--- src/rtl/fw_mailbox_pkg.sv ---
package fw_mailbox_pkg;

    // Register offsets; software depends on these.
    localparam int OFF_INBOX  = 2;
    localparam int OFF_OUTBOX = 3;
    localparam int OFF_STATUS = 4;

    // Index of each latched flag in the flag bank.
    localparam int FL_SWMGMT = 0;
    localparam int FL_OSMSG  = 1;
    localparam int FL_SERR   = 2;
    localparam int FL_LMGMT  = 3;
    localparam int FL_LSCI   = 4;
    localparam int NFLAG     = 5;

    // Bit position of each flag inside the status word.
    function automatic int flag_pos(input int idx);
        case (idx)
            FL_SWMGMT: return 1;
            FL_OSMSG:  return 2;
            FL_SERR:   return 12;
            FL_LMGMT:  return 10;
            default:   return 9;
        endcase
    endfunction

endpackage

--- src/rtl/mbx_w1c_bank.sv ---
module mbx_w1c_bank #(
    parameter int N = 5
) (
    input  logic         clk,
    input  logic         rst_n,
    input  logic [N-1:0] set_i,
    input  logic [N-1:0] clr_i,
    output logic [N-1:0] q_o
);

    logic [N-1:0] q_d, q_q;

    // Set has priority over clear for every bit.
    always_comb begin
        for (int i = 0; i < N; i++) begin
            if (set_i[i])      q_d[i] = 1'b1;
            else if (clr_i[i]) q_d[i] = 1'b0;
            else               q_d[i] = q_q[i];
        end
    end

    always_ff @(posedge clk or negedge rst_n) begin
        if (!rst_n) q_q <= '0;
        else        q_q <= q_d;
    end

    assign q_o = q_q;


    flag_set_chk: assert property (@(posedge clk) disable iff (!rst_n)
        (set_i != '0) |=> ((q_q & $past(set_i)) == $past(set_i)));


    set_wins_chk: assert property (@(posedge clk) disable iff (!rst_n)
        ((set_i & clr_i) != '0) |=> ((q_q & $past(set_i & clr_i)) == $past(set_i & clr_i)));


    flag_clear_chk: assert property (@(posedge clk) disable iff (!rst_n)
        ((clr_i & ~set_i) != '0) |=> ((q_q & $past(clr_i & ~set_i)) == '0));


    flag_hold_chk: assert property (@(posedge clk) disable iff (!rst_n)
        (set_i == '0 && clr_i == '0) |=> $stable(q_q));

endmodule

--- src/rtl/mbx_irq_route.sv ---
module mbx_irq_route #(
    parameter int NIRQ  = 3,
    parameter int SEL_W = 2
) (
    input  logic             req_i,
    input  logic [SEL_W-1:0] sel_i,
    output logic [NIRQ-1:0]  irq_o
);

    // Codes at or above NIRQ reach no line.
    for (genvar g = 0; g < NIRQ; g++) begin : g_line
        assign irq_o[g] = req_i && (sel_i == SEL_W'(g));
    end

    always_comb begin

        os_irq_onehot_chk: assert ($onehot0(irq_o));

        os_irq_req_chk: assert (req_i || irq_o == '0);
    end

endmodule

--- src/rtl/fw_mailbox.sv ---
module fw_mailbox
    import fw_mailbox_pkg::*;
#(
    parameter int ADDR_W = 8,
    parameter int DATA_W = 8,
    parameter int STAT_W = 16,
    parameter int NIRQ   = 3,
    parameter int SEL_W  = 2
) (
    input  logic              clk,
    input  logic              rst_n,
    input  logic              bus_wr_i,
    input  logic [ADDR_W-1:0] bus_addr_i,
    input  logic [STAT_W-1:0] bus_wdata_i,
    output logic [STAT_W-1:0] bus_rdata_o,
    input  logic              evt_serr_i,
    input  logic              evt_smi_i,
    input  logic              evt_sci_i,
    input  logic [SEL_W-1:0]  irq_sel_i,
    output logic              smi_req_o,
    output logic [NIRQ-1:0]   os_irq_o
);

    localparam logic [ADDR_W-1:0] A_IN   = ADDR_W'(OFF_INBOX);
    localparam logic [ADDR_W-1:0] A_OUT  = ADDR_W'(OFF_OUTBOX);
    localparam logic [ADDR_W-1:0] A_STAT = ADDR_W'(OFF_STATUS);

    typedef struct packed {
        logic [DATA_W-1:0] inbox;
        logic [DATA_W-1:0] outbox;
    } mbx_regs_t;

    mbx_regs_t         regs_d, regs_q;
    logic [NFLAG-1:0]  flag_set, flag_clr, flags;
    logic [STAT_W-1:0] stat_view;
    logic              wr_in, wr_out, wr_stat;

    always_comb begin
        wr_in   = bus_wr_i && (bus_addr_i == A_IN);
        wr_out  = bus_wr_i && (bus_addr_i == A_OUT);
        wr_stat = bus_wr_i && (bus_addr_i == A_STAT);

        regs_d = regs_q;
        if (wr_in)  regs_d.inbox  = bus_wdata_i[DATA_W-1:0];
        if (wr_out) regs_d.outbox = bus_wdata_i[DATA_W-1:0];

        flag_set            = '0;
        flag_set[FL_SWMGMT] = wr_in;
        flag_set[FL_OSMSG]  = wr_out;
        flag_set[FL_SERR]   = evt_serr_i;
        flag_set[FL_LMGMT]  = evt_smi_i;
        flag_set[FL_LSCI]   = evt_sci_i;

        for (int i = 0; i < NFLAG; i++)
            flag_clr[i] = wr_stat && bus_wdata_i[flag_pos(i)];

        stat_view = '0;
        for (int i = 0; i < NFLAG; i++)
            stat_view[flag_pos(i)] = flags[i];

        bus_rdata_o = '0;
        if (bus_addr_i == A_IN)        bus_rdata_o = STAT_W'(regs_q.inbox);
        else if (bus_addr_i == A_OUT)  bus_rdata_o = STAT_W'(regs_q.outbox);
        else if (bus_addr_i == A_STAT) bus_rdata_o = stat_view;
    end

    always_ff @(posedge clk or negedge rst_n) begin
        if (!rst_n) regs_q <= '0;
        else        regs_q <= regs_d;
    end

    mbx_w1c_bank #(.N(NFLAG)) u_flags (
        .clk   (clk),
        .rst_n (rst_n),
        .set_i (flag_set),
        .clr_i (flag_clr),
        .q_o   (flags)
    );

    mbx_irq_route #(.NIRQ(NIRQ), .SEL_W(SEL_W)) u_route (
        .req_i (flags[FL_OSMSG]),
        .sel_i (irq_sel_i),
        .irq_o (os_irq_o)
    );

    assign smi_req_o = flags[FL_SWMGMT];


    inbox_req_chk: assert property (@(posedge clk) disable iff (!rst_n)
        wr_in |=> smi_req_o);


    inbox_store_chk: assert property (@(posedge clk) disable iff (!rst_n)
        wr_in |=> (regs_q.inbox == $past(bus_wdata_i[DATA_W-1:0])));


    data_hold_chk: assert property (@(posedge clk) disable iff (!rst_n)
        !(wr_in || wr_out) |=> $stable(regs_q));


    outbox_irq_chk: assert property (@(posedge clk) disable iff (!rst_n)
        (wr_out && irq_sel_i != '1 && $stable(irq_sel_i)) |=> (os_irq_o != '0));

endmodule

--- config.mk ---
export PLATFORM = sky130hd
export DESIGN_NAME = fw_mailbox
export DESIGN_NICKNAME = d
export VERILOG_FILES = /design/src/rtl/fw_mailbox_pkg.sv /design/src/rtl/mbx_w1c_bank.sv /design/src/rtl/mbx_irq_route.sv /design/src/rtl/fw_mailbox.sv
export SDC_FILE = /design/constraint.sdc
export NUM_CORES = 1
export LEC_CHECK = 0
export BUFFER_PORTS_ARGS = -buffer_cell sky130_fd_sc_hd__buf_2
export CAP_MARGIN = 0
export CORE_UTILIZATION = 40
export DETAILED_ROUTE_END_ITERATION = 6
export HOLD_SLACK_MARGIN = 0.08
export MAX_ROUTING_LAYER = met4
export PLACE_DENSITY = 0.72
export SLEW_MARGIN = 40
export SYNTH_ARGS = -nofsm -noshare
export SYNTH_HDL_FRONTEND = slang
export SYNTH_SLANG_ARGS = --single-unit
--- constraint.sdc ---
create_clock -name clk -period 1.71 [get_ports clk]
set_clock_uncertainty 0.05 [all_clocks]
set_input_delay 0.171 -clock clk [delete_from_list [all_inputs] [get_ports clk]]
set_output_delay 0.171 -clock clk [all_outputs]
set_load 0.05 [all_outputs]
# After elaboration in Yosys (flattened, before gate mapping)
# Cells that the tools add are included.
[word_totals]
register_bits = 21
[classes]
n_eq_ne = 5
n_mux = 13
reduce_logical = 17
[ops]
columns = ["cell", "n"]
rows = [
  ["two-way mux 16 bit", 2],
  ["equality test 8 x 2 -> 1 bit, second input constant", 2],
  ["two-way mux 13 bit", 1],
  ["logical AND 1 bit", 11],
  ["two-way mux 1 bit", 10],
  ["nonzero test 2 bit", 5],
  ["equality test 8 x 3 -> 1 bit, second input constant", 1],
  ["equality test 2 x 1 -> 1 bit, second input constant", 1],
  ["equality test 2 bit, second input constant", 1],
  ["logical NOT 2 bit", 1],
]

# Logic depth before layout (Yosys ltp)
# Gate-level depths: netlist of run 1.
[depth]
depth_word = 5
ltp_mapped = 4
depth_no_buf = 3

# Cells and area by module
# A second synthesis of run 1 with hierarchy kept.
[hier_totals]
cells_unflattened = 93
hier_area_um2 = 1137.3
[by_module_without_submodules]
columns = ["module", "n_inst", "cells_each", "area_each_um2", "seq_area_each_um2"]
rows = [
  ["fw_mailbox", 1, 75, 925.9, 400.4],
  ["mbx_w1c_bank", 1, 15, 181.4, 125.1],
  ["mbx_irq_route", 1, 3, 30.0, 0.0],
]

# Least setup slack after synthesis of run 1
# No wires, ideal clock.
[synth_path]
path_type = "register to output"
start = "register u_flags.q_q[1], in the netlist u_flags.q_o[1]"
end = "output os_irq_o[0]"
arrival_time_ns = 1.537
t_required_ns = 1.489
path_slack_ns = -0.048
path_stages_with_launch = 2
cell_sequence = "dfrtp_1 > nor3b_1"
[synth_between]
elab_chain_len = 1
[synth_lines]
columns = ["item", "line", "rtl"]
rows = [
  ["start, declared", "mbx_w1c_bank.sv:11", "logic [N-1:0] q_d, q_q;"],
  ["start signal, assigned", "mbx_w1c_bank.sv:24", "else q_q <= q_d;"],
  ["logical AND 1 bit", "mbx_irq_route.sv:12", "assign irq_o[g] = req_i && (sel_i == SEL_W'(g));"],
  ["end, declared", "fw_mailbox.sv:21", "output logic [NIRQ-1:0] os_irq_o"],
]
# No other way between the ends.

# Worst setup path after layout of run 1
[layout_path]
start = "input bus_addr_i[4]"
end = "output bus_rdata_o[1]"
[layout_between]
elab_chain_len = 4
word_cells_on_any_way = 6
[layout_lines]
columns = ["item", "line", "rtl"]
rows = [
  ["start, declared", "fw_mailbox.sv:13", "input logic [ADDR_W-1:0] bus_addr_i,"],
  ["equality test 8 x 3 -> 1 bit", "fw_mailbox.sv:64", "else if (bus_addr_i == A_STAT) bus_rdata_o = stat_view;"],
  ["two-way mux 13 bit", "fw_mailbox.sv:64", ""],
  ["two-way mux 16 bit", "fw_mailbox.sv:63", "else if (bus_addr_i == A_OUT) bus_rdata_o = STAT_W'(regs_q.outbox);"],
  ["two-way mux 16 bit (*)", "fw_mailbox.sv:62", "if (bus_addr_i == A_IN) bus_rdata_o = STAT_W'(regs_q.inbox);"],
  ["end, declared", "fw_mailbox.sv:15", "output logic [STAT_W-1:0] bus_rdata_o,"],
]
# Every way passes the cells marked *; elsewhere a longest branch is shown, timed or not.

==> results of run 1 <==
## synthesized netlist by cell type, types with 2 or more instances
library cell / instances
buf_4: 6
a21o_1: 4
mux2i_1: 8
o2bb2ai_1: 2
and3_2: 3
nor2_1: 7
nand4_1: 5
nand2_1: 2
dfrtp_1: 21
mux2_2: 16
## sequential cells by signal (all words and copies together) (netlist names)
signal and count:
u_flags.q_o 5, regs_q 16
## power breakdown
group	leakage [nW]	internal (mW)	switching [mW]
clock	0.0177	0.0870	0.139
combinational	0.477	0.0742	0.0932
sequential	0.274	0.518	0.0115
total	0.769	0.679	0.244
## cells by family (layout without fill, tap and decap cells)
kind of cell / Yosys count / count (layout) / synth area share (%)
DFF: 21 / 21 / 47.46
muxes: 24 / 24 / 23.50
other: 1 / 5 / 0.3387
buffers and inverters: 7 / 60 / 5.084
and+or+nand+nor: 26 / 26 / 18.42
AOI/OAI and AO/OA: 7 / 7 / 5.198
## what timing repair did
item	in CTS	in global routing
buffers inserted	0	0
hold endpoints to repair	38	0
setup endpoints to repair	0	2
resized for setup	0	1
hold buffers	11	0
## per-layer routing
metal  up-vias  track usage [%]
li1        422                -
met1       425            18.58
met2        33            28.71
met3         6            2.500
met4         0            10.26
met5         -                -
## cell type report
class	instances	area, µm²	share of cell area [%]
Tap cell	30	37.54	2.530
Sequential cell	21	525.5	35.41
Clock inverter	1	5.005	0.3373
Clock buffer	3	22.52	1.518
Multi-Input combinational cell	62	548.0	36.93
Timing Repair Buffer	56	345.3	23.27
## stage by stage
| step | setup WS (ns) | area [µm²] | hold slack [ns] |
|---|---|---|---|
| 5_1_grt | 0.08361 | 1484 | 0.08676 |
| 3_3_place_gp | 0.09011 | 1344 | 0.08814 |
| 3_5_place_dp | 0.06163 | 1344 | 0.09852 |
| 2_1_floorplan | -0.03910 | 1127 | -0.1746 |
| 6_report | 0.1774 | 1484 | 0.09122 |
| 4_1_cts | 0.07415 | 1481 | 0.08428 |
## worst min-delay path by stage
stage                         from             end  cells after the start
detailed placement           rst_n  u_flags.q_o[3]                      1
CTS                 bus_wdata_i[1]       regs_q[1]                      2
global route        bus_wdata_i[1]       regs_q[9]                      2
finish              bus_wdata_i[1]       regs_q[1]                      2
floorplan                    rst_n       regs_q[0]                      0
global placement             rst_n      regs_q[15]                      1
## worst max-delay path: stages
cell and delay, ns:
buf_2 0.12, nor4b_4 0.33, nand2_2 0.20, o2bb2ai_1 0.20, buf_2 0.28
==> results.py, run 1 <==
metrics = {
    "synth": {
        "synth_edf_count": 0,
        "yosys.area.top_type": "dfrtp_1",
        "syn_avg_cell_area_um2": 12.88,
        "synth_ff_type": "dfrtp_1",
        "synth_area_leaders": "dfrtp_1 (47%), mux2_2 (16%), mux2i_1 (7.2%)",
        "yosysTopAreaCellShare_pct": 47.46,
        "synth-seq-area-share_pct": 47.46,
        "yosysUniqueCellTypes": 22,
        "synth_cells": 86,
        "async_reset_ff_share_pct": 100.0,
        "synth_area_mm2": 0.001107,
        "synth_seq_cells": 21,
        "yosys_warnings": 0,
    },
    "drt": {
        "post_drt_wl_per_cell_um": 12.24,
        "dr_wl_met2_um": 1082,
        "dr.max_layer_used": "met4",
        "drc": 0,
        "drtIter0Drc": 4,
        "antenna_left": 0,
        "vias": 886,
        "met1_length_um": 895,
        "drt_wl_total_um": 2117,
        "vias_per_cell": 5.121,
        "met3_length_um": 99,
        "drt_first_pass_iters": 2,
    },
    "sta": {
        "slew_viol_final": 0,
        "rsz0062_at_grt": "no",
        "fmax_mhz": 652.5,
        "setup-tns-final_ns": 0,
        "finalCritPeriodShare_pct": 89.62,
        "setup_viol": 0,
        "fin_crit_ns": 1.533,
        "hold_violations": 0,
    },
    "cells_and_area": {
        "layout_commonest_cell": "buf_2",
        "final_layout_size_suffix_gt1_share_pct": 53.85,
        "nFillCells": 220,
        "fin_util_pct": 58.31,
        "diodes": 0,
        "num-nets-final": 176,
        "areaGrowthSynthToFinish_pct": 34.01,
        "instances_no_fill": 173,
        "most-common-layout-cells": "buf_2 (41), dfrtp_1 (21), mux2_2 (16)",
    },
    "global_routing": {
        "grt_usage_pct": 16.96,
        "grt_pass1_wl_um": 3374,
        "overflow": 0,
        "grt_max_degree": 22,
        "antenna_found_initial": 0,
        "grt_pass1_vias": 786,
    },
    "pwr": {
        "power_mw": 0.9236,
        "leakage_nw": 0.7690,
        "power_density_mw_per_mm2": 622.4,
        "peakVddDrop_mv": 0.4641,
    },
    "critical_path": {
        "cp_max_fo": 8,
        "worst_setup_path_start_kind": "input port",
        "r2r-start": "regs_q[3]",
        "worstPathArrival_ns": 1.31,
        "endpoint": "bus_rdata_o[1]",
        "cp.required_ns": 1.49,
        "r2r_cells": 1,
        "critPathKind": "in -> out",
        "crit_path_start": "bus_addr_i[4]",
        "r2r_end": "regs_q[3]",
        "end_kind": "output port",
        "rrSetupSlack_ns": 0.89,
    },
    "place": {
        "routabilityCongestion": 0.6740,
        "dp.cells": 158,
        "hpwl_um": 1572,
        "io_buffers": 41,
    },
    "clock_tree": {
        "worstSkewPairLatency_ns": 0.29,
        "cts_tree": "built",
        "cts_made_buffers": 3,
        "path_clk_slew_ns": 0.11,
        "cts_max_level": 1,
        "cts_sinks": 21,
        "root_buffer": "clkbuf_4",
        "clockBufferDepth": 2,
    },
    "hold_path": {
        "worstHoldPathType": "in -> reg",
    },
    "die": {
        "dieArea_mm2": 0.002983,
        "die_w_um": 54.62,
        "rows": 18,
        "core_mm2": 0.002545,
        "initial_utilization_pct": 43.51,
        "io_pins": 52,
        "die_h_um": 54.62,
    },
    "outcome": {
        "status": "finished, final reports clean",
    },
    "job": {
        "cap_violations": 0,
    },
}
Power figures use the tool's default switching activity.
==> inputs of run 2 (changes only) <==
CORE_UTILIZATION = 49   (was 40)
PLACE_DENSITY = 0.86   (was 0.72)
==> run 2 against run 1 <==
  * Highest routed layer unchanged
  * First-iteration DRC count rose to 3.3 times the previous value
  * Fmax down 3.1%
  * Via count up 3.3%
  * Non-clock buffer count down 1
  * Final cell count down 2.3%
  * Routed wire length up 13%
  * Sequential cell count unchanged
  * Global-route usage up 4.5 points
  * Utilization up 14 points
  * Setup slack worse by 0.049 ns
  * Die area down 18%
==> results.py, run 2 (synthesis results as in run 1) <==
metrics = {
    "cells_and_area": {
        "diodes": 0,
        "top_register": "regs_q",
        "largest_reg_flops": 16,
        "final_cell_area_mm2": 0.001468,
        "final_layout_size_suffix_gt1_share_pct": 53.52,
        "num-nets-final": 175,
        "layout_commonest_cell": "buf_2",
        "most-common-layout-cells": "buf_2 (41), dfrtp_1 (21), mux2_2 (16)",
        "areaGrowthSynthToFinish_pct": 32.54,
    },
    "clock_tree": {
        "path_clk_slew_ns": 0.12,
        "root_buffer": "clkbuf_4",
        "cts_resized": 0,
        "cts_tree": "built",
        "worstSkewPairLatency_ns": 0.30,
        "post_cts_buffers": 0,
        "clockBufferDepth": 2,
        "cts_sinks": 21,
        "cts_max_level": 1,
        "cts_made_buffers": 3,
    },
    "critical_path": {
        "cp.required_ns": 1.49,
        "crit_path_start": "bus_addr_i[4]",
        "worstPathArrival_ns": 1.36,
        "critPathKind": "in -> out",
        "r2r_cells": 1,
        "end_kind": "output port",
        "r2r-start": "regs_q[13]",
        "cp_max_fo": 8,
        "worst_setup_path_start_kind": "input port",
    },
    "drt": {
        "post_drt_wl_per_cell_um": 14.16,
        "drtIter0Drc": 13,
        "vias": 915,
        "drc": 0,
        "vias_per_cell": 5.414,
        "antenna_left": 0,
        "drt_first_pass_iters": 4,
        "drt_wl_total_um": 2393,
    },
    "sta": {
        "fmax_mhz": 632.4,
        "setup_viol": 0,
        "finalCritPeriodShare_pct": 92.47,
        "rsz0062_at_grt": "no",
        "slew_viol_final": 0,
        "setup-tns-final_ns": 0,
        "fin_crit_ns": 1.581,
        "worst_hold_slack_ns": 0.09176,
        "hold_violations": 0,
    },
    "pwr": {
        "clkPwrFrac_pct": 24.8,
        "leakage_nw": 0.7639,
        "p_comb_share_pct": 18.1,
        "p_int_mw": 0.6780,
        "peakVddDrop_mv": 0.5626,
        "switching_share_pct": 27.10,
        "switching_power_mw": 0.2521,
        "pwr-share-seq_pct": 57.2,
        "power_density_mw_per_mm2": 633.8,
    },
    "die": {
        "die_w_um": 49.54,
        "rows": 16,
        "io_pins": 52,
        "die_h_um": 49.54,
        "core_mm2": 0.002042,
        "initial_utilization_pct": 54.23,
        "dieArea_mm2": 0.002454,
    },
    "job": {
        "cap_violations": 0,
    },
    "place": {
        "io_buffers": 41,
        "hpwl_um": 1702,
        "place_area_mm2": 0.001340,
        "routabilityCongestion": 0.7020,
    },
    "outcome": {
        "status": "finished, final reports clean",
    },
    "global_routing": {
        "grt_usage_pct": 21.49,
        "grt_max_degree": 22,
        "antenna_found_initial": 0,
        "overflow": 0,
        "grt_pass1_wl_um": 3919,
        "grt_pass1_vias": 907,
    },
    "hold_path": {
        "worstHoldPathType": "in -> reg",
        "worstHoldStart": "bus_wdata_i[2]",
        "min_path_cells": 2,
    },
}
==> run 2: cell types whose count changed in the layout (fill, tap and decap cells not counted) <==
cell and delta:
dlygate4sd3_1 -1, nand2_1 +1, nand2_2 -1
==> run 2: metrics by stage <==
step	cells	setup WS (ns)	util (%)	power [mW]
final	169	0.1288	71.88	0.9302
after global placement	155	0.1292	65.63	0.6831
after CTS	169	0.1213	71.88	0.9339
after floorplan	90	-0.03910	-	0.6319
after detailed placement	155	0.1285	65.63	0.6912
after global routing	169	0.02508	71.88	0.9697
==> run 2: power groups by stage <==
stage | Sequential, mW | Combinational (mW) | Clock, mW
floorplan | 0.544 | 0.0879 | 0
global placement | 0.539 | 0.145 | 0
detailed placement | 0.541 | 0.150 | 0
CTS | 0.531 | 0.168 | 0.235
global route | 0.534 | 0.180 | 0.255
finish | 0.532 | 0.168 | 0.230
==> run 2: final timing paths <==
kind	end	slack, ns
setup / recovery	bus_rdata_o[1]	0.13
hold / removal	regs_q[2]	0.09
setup reg to reg	regs_q[13]	0.87
hold reg to reg	u_flags.q_o[2]	0.43
max in group asynchronous	u_flags.q_o[2]	1.01
min in group asynchronous	regs_q[8]	0.28
==> run 2: routing by layer <==
layer  vias up  wire (µm)  global-route usage [%]
li1        421          -                       -
met1       444        926                   24.14
met2        44       1292                   37.61
met3         6        132                   3.395
met4         0         42                   9.048
met5         -          0                       -
==> run 2: repair_timing <==
| item | 4_1_cts | 5_1_grt |
|---|---|---|
| hold endpoints to repair | 36 | 0 |
| hold buffers | 10 | 0 |
| endpoints found under the setup margin | 0 | 0 |
==> run 2: layout make-up <==
cell class	count	area, µm²
Clock buffer	3	22.52
Tap cell	27	33.78
Sequential cell	21	525.5
Clock inverter	1	5.005
Multi-Input combinational cell	62	545.5
Timing Repair Buffer	55	335.3
Fill cell	134	574.3
==> run 2: worst max-delay path: stages <==
cell,delay (ns)
buf_2,0.12
nor4b_4,0.30
nand2_1,0.26
o2bb2ai_1,0.22
buf_2,0.28
